[src/rtl/sd_cmd_engine.sv]
module sd_cmd_engine #(
  parameter int TMO_CYCLES = 64
) (
  input  logic         clk,
  input  logic         rst_n,
  input  logic         cmd_wr_i,
  input  logic [15:0]  cmd_word_i,
  input  logic [31:0]  arg_i,
  input  logic [15:0]  mode_i,
  input  logic         card_i,
  input  logic         dat0_i,
  input  logic         data_done_i,
  input  logic         cmd_i,
  output logic         cmd_o,
  output logic         cmd_oe_o,
  output logic [31:0]  present_o,
  output logic [15:0]  xfer_mode_o,
  output logic [127:0] resp_o,
  output logic         cmd_done_o,
  output logic         xfer_done_o,
  output logic         err_tmo_o,
  output logic         err_crc_o,
  output logic         err_idx_o,
  output logic         err_end_o
);
  localparam int TW = (TMO_CYCLES > 2) ? $clog2(TMO_CYCLES) : 1;

  typedef enum logic [1:0] {S_IDLE, S_SEND, S_WAIT, S_RECV} st_t;

  st_t           st;
  logic [7:0]    cnt;
  logic [39:0]   txsh;
  logic [6:0]    crc;
  logic [135:0]  rx;
  logic [TW-1:0] tmr;
  logic [13:0]   cw;
  logic          inh_dat, busy_wait;

  function automatic logic [6:0] crc_step(logic [6:0] c, logic b);
    logic fb;
    fb = b ^ c[6];
    return {c[5:0], 1'b0} ^ {3'b000, fb, 2'b00, fb};
  endfunction

  logic [1:0]   w_rtype;
  logic         w_abort, w_needs_dat, issue;
  logic         long_rsp, is_abort, in_crc, crc_bad, idx_bad, end_bad, any_err;
  logic [7:0]   last;
  logic [135:0] rxn;
  logic         unused_bits;

  assign w_rtype     = cmd_word_i[1:0];
  assign w_abort     = cmd_word_i[7:6] == 2'b11;
  assign w_needs_dat = cmd_word_i[5] | (w_rtype == 2'd3);
  assign issue       = cmd_wr_i && card_i && st == S_IDLE && (!inh_dat || w_abort || !w_needs_dat);

  assign long_rsp = cw[1:0] == 2'd1;
  assign is_abort = cw[7:6] == 2'b11;
  assign last     = long_rsp ? 8'd135 : 8'd47;
  assign rxn      = {rx[134:0], cmd_i};
  assign in_crc   = long_rsp ? (cnt >= 8'd8 && cnt < 8'd128) : (cnt < 8'd40);
  assign crc_bad  = cw[3] && (rxn[7:1] != crc);
  assign idx_bad  = cw[4] && !long_rsp && (rxn[45:40] != cw[13:8]);
  assign end_bad  = !cmd_i;
  assign any_err  = crc_bad | idx_bad | end_bad;

  assign cmd_oe_o  = st == S_SEND;
  assign cmd_o     = (st != S_SEND) ? 1'b1 : (cnt < 8'd40) ? txsh[39] : (cnt < 8'd47) ? crc[6] : 1'b1;
  assign present_o = {15'b0, card_i, 14'b0, inh_dat, st != S_IDLE};

  assign unused_bits = ^{cmd_word_i[15:14], cw[2], rx[135], rxn[135:128], rxn[46]};

  always_ff @(posedge clk or negedge rst_n) begin
    if (!rst_n) begin
      st <= S_IDLE; cnt <= '0; txsh <= '0; crc <= '0; rx <= '0; tmr <= '0; cw <= '0;
      inh_dat <= 1'b0; busy_wait <= 1'b0; xfer_mode_o <= '0; resp_o <= '0;
      cmd_done_o <= 1'b0; xfer_done_o <= 1'b0;
      err_tmo_o <= 1'b0; err_crc_o <= 1'b0; err_idx_o <= 1'b0; err_end_o <= 1'b0;
    end else begin
      cmd_done_o <= 1'b0; xfer_done_o <= 1'b0;
      err_tmo_o <= 1'b0; err_crc_o <= 1'b0; err_idx_o <= 1'b0; err_end_o <= 1'b0;
      if (data_done_i && !busy_wait) inh_dat <= 1'b0;
      if (busy_wait && dat0_i) begin
        busy_wait <= 1'b0; inh_dat <= 1'b0; xfer_done_o <= 1'b1;
      end
      case (st)
        S_IDLE: if (issue) begin
          cw <= cmd_word_i[13:0];
          xfer_mode_o <= mode_i;
          txsh <= {2'b01, cmd_word_i[13:8], arg_i};
          crc <= '0; cnt <= '0; st <= S_SEND;
          if (w_needs_dat) inh_dat <= 1'b1;
        end
        S_SEND: begin
          cnt <= cnt + 8'd1;
          if (cnt < 8'd40) begin
            crc <= crc_step(crc, txsh[39]);
            txsh <= {txsh[38:0], 1'b0};
          end else crc <= {crc[5:0], 1'b0};
          if (cnt == 8'd47) begin
            crc <= '0; tmr <= '0;
            if (cw[1:0] == 2'd0) begin
              st <= S_IDLE; cmd_done_o <= 1'b1;
              if (is_abort) begin inh_dat <= 1'b0; busy_wait <= 1'b0; end
            end else st <= S_WAIT;
          end
        end
        S_WAIT: begin
          if (!cmd_i) begin
            st <= S_RECV; cnt <= 8'd1; rx <= '0;
          end else if (tmr == TW'(TMO_CYCLES - 1)) begin
            st <= S_IDLE; err_tmo_o <= 1'b1; inh_dat <= 1'b0; busy_wait <= 1'b0;
          end else tmr <= tmr + 1'b1;
        end
        S_RECV: begin
          rx <= rxn;
          cnt <= cnt + 8'd1;
          if (in_crc) crc <= crc_step(crc, cmd_i);
          if (cnt == last) begin
            st <= S_IDLE;
            if (any_err) begin
              err_crc_o <= crc_bad; err_idx_o <= idx_bad; err_end_o <= end_bad;
              inh_dat <= 1'b0; busy_wait <= 1'b0;
            end else begin
              cmd_done_o <= 1'b1;
              if (long_rsp) resp_o <= {8'h00, rxn[127:8]};
              else resp_o[31:0] <= rxn[39:8];
              if (cw[1:0] == 2'd3) busy_wait <= 1'b1;
              else if (is_abort) begin inh_dat <= 1'b0; busy_wait <= 1'b0; end
            end
          end
        end
        default: st <= S_IDLE;
      endcase
    end
  end

  p_done_no_err_r6: assert property (@(posedge clk) disable iff (!rst_n)
    cmd_done_o |-> !(err_tmo_o | err_crc_o | err_idx_o | err_end_o));
  p_xfer_after_dat0_r10: assert property (@(posedge clk) disable iff (!rst_n)
    xfer_done_o |-> ($past(dat0_i) && !present_o[1]));
  p_ignore_busy_r11: assert property (@(posedge clk) disable iff (!rst_n)
    (cmd_wr_i && present_o[0]) |=> $stable(xfer_mode_o));
  p_oe_inhibit_r9: assert property (@(posedge clk) disable iff (!rst_n)
    cmd_oe_o |-> present_o[0]);
  p_end_bit_r1: assert property (@(posedge clk) disable iff (!rst_n)
    $fell(cmd_oe_o) |-> $past(cmd_o));
endmodule

[config.mk]
export PLATFORM = sky130hd
export DESIGN_NAME = sd_cmd_engine
export DESIGN_NICKNAME = d
export VERILOG_FILES = /design/src/rtl/sd_cmd_engine.sv
export SDC_FILE = /design/constraint.sdc
export NUM_CORES = 1
export LEC_CHECK = 0
export BUFFER_PORTS_ARGS = -buffer_cell sky130_fd_sc_hd__buf_2
export CAP_MARGIN = 20
export CORE_ASPECT_RATIO = 0.75
export CORE_UTILIZATION = 45
export CTS_CLUSTER_DIAMETER = 30
export DETAILED_ROUTE_END_ITERATION = 12
export GPL_ROUTABILITY_DRIVEN = 0
export PLACE_DENSITY = 0.69
export SYNTH_ARGS = -nofsm -noshare
export SYNTH_HDL_FRONTEND = slang
export SYNTH_SLANG_ARGS = --single-unit
[constraint.sdc]
create_clock -name clk -period 3.5 [get_ports clk]
set_input_delay 0.35 -clock clk [delete_from_list [all_inputs] [get_ports clk]]
set_output_delay 0.35 -clock clk [all_outputs]
set_load 0.005 [all_outputs]
==> out/qor.csv <==
stage,metric,value,unit
outcome,outcome,"finished, final reports clean",
timing,final setup fails,0,
timing,Final TNS setup,0,ns
cells_and_area,multi-input logic area,0.00482,mm^2
worst_setup_path,critical path class,flop to primary output,
synth,synth top area cells,"dfrtp_1, mux2_2, a22o_1",
synth,Cells after Synth,1063,
grt,Overflow after GRT,0,
synth,mux cell area share after synthesis,12.6,%
place,HPWL after DPL,18400,um
timing,Slew @ Worst Pin,0.887,ns
synth,Yosys reg bits,346,
cells_and_area,ratio of cells with drive above 1 in the final layout,37.2,%
cells_and_area,"commonest non-fill, non-tap cells in the layout","dfrtp_1, buf_2, mux2_2, a22o_1, nand2_1",
timing,Layout Skew,0.0207,ns
cts,clk_lat worst skew,0.57,ns
pwr,combinational fraction of design power,16.1,%
detailed_routing,final wirelength,29400,um
pwr,Cell Int Power,9.23,mW
cells_and_area,register area,0.00866,mm^2
place,I/O Buffers,214,
synth,Mapped Area,0.0140,mm^2
detailed_routing,wire length per cell,16.9,um
worst_setup_path,CP startpoint kind,flop,
synth,simple-gate area share of the yosys netlist,5.96,%
job,MaxCap Viol Count,0,
detailed_routing,number of remaining DRC errors,0,
floorplan,die width,205,um
worst_hold_path,hold path cells,2,
floorplan,I/O Pins,255,
cells_and_area,Syn-to-layout area delta,24.8,%
grt,largest net degree at the start of global routing,111,
worst_setup_path,worst-path fanout max,41,
synth,"area leader, netlist",dfrtp_1,
floorplan,Die ar.,0.0318,mm^2
pwr,Static Leak,9.04,nW
grt,first-pass GRT wire length,48400,um
cells_and_area,Diodes inserted,0,
detailed_routing,drt pass-1 iters,5,
worst_setup_path,Worst Setup End Kind,primary output,
synth,top-area cell type share of the netlist area,62.0,%
detailed_routing,via/cell ratio,5.20,
worst_setup_path,Critical Path RT,3.15,ns
cts,H-tree depth,2,
floorplan,core area,0.0303,mm^2
synth,"Distinct cells, synth",50,
place,Place WS,0.914,ns
cts,cts bufs inserted,57,
floorplan,Initial Util,46.0,%
cells_and_area,FILL cells,2441,
synth,syn avg cell area,13.1,um^2
synth,Compound-Gate Fraction of Synth Area,12.8,%
synth,ys async rst share,100,%
synth,largest family of logic cells by synthesized area,compound AO/OA/AOI/OAI gates,
detailed_routing,antenna violation net count after detailed routing,0,
synth,XOR/XNOR Fraction of Synth Area,1.69,%
timing,Final period util,79.4,%
detailed_routing,vias post-DR,9054,
timing,hold violation total from the final report,0,
floorplan,die height,155,um
pwr,Sw Pwr,3.71,mW
worst_hold_path,HP Class,input pin to flop,
place,dpl cell area,0.0153,mm^2
cts,CTS tree,built,
synth,Synth Flop Type,dfrtp_1,
cts,clk sinks,346,
synth,post-synthesis sequential area ratio,62.0,%
cts,clk buf depth,3,
pwr,PD cells,742,mW/mm^2
synth,Synth Warn #,0,
timing,RSZ-0062 raised after global routing,no,
pwr,peak supply drop,0.000547,V
grt,vias in the first global route,9125,
grt,initial antenna violation count,1,
timing,Worst Hold Slack,0.0276,ns
timing,fmax,0.360,GHz
timing,post-layout minimum cycle time,2.78,ns
cts,PostCTS Resize Cnt,0,
detailed_routing,drt initial violations,544,
grt,GRT Total Usage,18.9,%
cells_and_area,post-route design area,0.0174,mm^2
synth,Post-synth EDFFs,0,
cells_and_area,final net count,1371,
cells_and_area,"most common cell after layout, fill and taps aside",dfrtp_1,
cts,post-CTS setup buffers,0,
timing,final-report max-slew violation count,0,
pwr,Sw Share,28.7,%
floorplan,Rows,55,
worst_setup_path,Register-to-Register Path Depth,6,
pwr,Clk network pwr share,44.0,%
cts,root buffer cell,clkbuf_16,
timing,Worst Slack Setup Final,0.720,ns
worst_setup_path,crit path DAT,2.43,ns
pwr,Reg power frac,39.9,%
timing,Max-slew headroom,40.9,%
cts,Clock transition at path regs,0.05,ns
synth,Post-Synth Adder-Cell Area,0.269,%
## what timing repair did
action / in CTS / in global routing
endpoints found under the hold margin: 112 / 0
hold buffers: 11 / 0
setup endpoints to repair: 0 / 0
## final timing paths
kind | slack, ns | to | from
hold reg to reg | 0.50 | resp_o[37]$_DFFE_PN0P_ | resp_o[37]$_DFFE_PN0P_
min in group asynchronous | 0.44 | rx[96]$_DFFE_PN0P_ | rst_n
setup / recovery | 0.72 | cmd_o | st[0]$_DFFE_PN0P_
max in group asynchronous | 2.12 | xfer_mode_o[15]$_DFFE_PN0P_ | rst_n
setup reg to reg | 0.89 | resp_o[22]$_DFFE_PN0P_ | cnt[3]$_DFFE_PN0P_
hold / removal | 0.03 | xfer_mode_o[2]$_DFFE_PN0P_ | mode_i[2]
## per-layer routing
layer | vias to the layer above | track usage [%] | part of all wire [%]
met2 | 224 | 27.4 | 44
met4 | 2 | 6.00 | 2.0
met3 | 59 | 5.88 | 6.6
met1 | 4548 | 27.0 | 47
li1 | 4221 | - | -
met5 | - | 0 | 0.044
## power groups by stage
stage / registers (mW) / logic [mW] / clock network [mW]
final: 5.16 / 2.08 / 5.69
after global routing: 5.26 / 2.34 / 6.01
after CTS: 5.16 / 2.11 / 5.83
after detailed placement: 5.21 / 2.09 / 0
after global placement: 5.19 / 2.02 / 0
after floorplan: 5.05 / 1.58 / 0
## cells in the mapped netlist, types with 5 or more instances
library cell / count
dfrtp_1: 346
mux2_2: 129
a22o_1: 128
nand2_1: 94
nor2_1: 63
clkbuf_1: 44
buf_4: 42
a31oi_1: 41
mux2_4: 20
buf_2: 16
xnor2_1: 14
o21ai_0: 13
xor2_1: 13
inv_1: 10
a21oi_1: 8
o31ai_1: 8
nand4_1: 5
## critical path: stages, from the launching register on
cell and delay [ns]:
dfrtp_1 0.68, nand2b_1 0.24, inv_1 0.12, buf_4 0.39, a32oi_1 0.11, a21o_1 0.19, buf_2 0.13
## sequential cells by signal, indices dropped and copies added, names as in the netlist, 2 cells and up
| register | flops |
|---|---|
| rx | 127 |
| resp_o | 120 |
| txsh | 40 |
| xfer_mode_o | 16 |
| cw | 12 |
| cnt | 8 |
| crc | 7 |
| tmr | 6 |
| st | 2 |
## area by class of cell
cell class                      instances  area share [%]
Timing Repair Buffer                  249            8.22
Multi-Input combinational cell        633            27.7
Clock buffer                           64            8.56
Clock inverter                         41            2.81
Inverter                               10           0.215
Sequential cell                       346            49.7
Tap cell                              399            2.86
## stage by stage
step | utilization, % | instances | power, mW
finish | 57.5 | 1742 | 12.9
floorplan | - | 1099 | 6.63
global placement | 50.6 | 1626 | 7.21
global route | 57.5 | 1742 | 13.6
detailed placement | 50.6 | 1626 | 7.30
CTS | 57.5 | 1742 | 13.1
## logic make-up after synthesis
group                      count (synthesis)
DFF                                      346
AOI/OAI and AO/OA                        228
and+or+nand+nor                          189
muxes                                    149
buffers and inverters                    120
xor gates and xnor gates                  27
adders and majority gates                  3
other                                      1
Note: power is estimated with default switching activity, not from simulation.
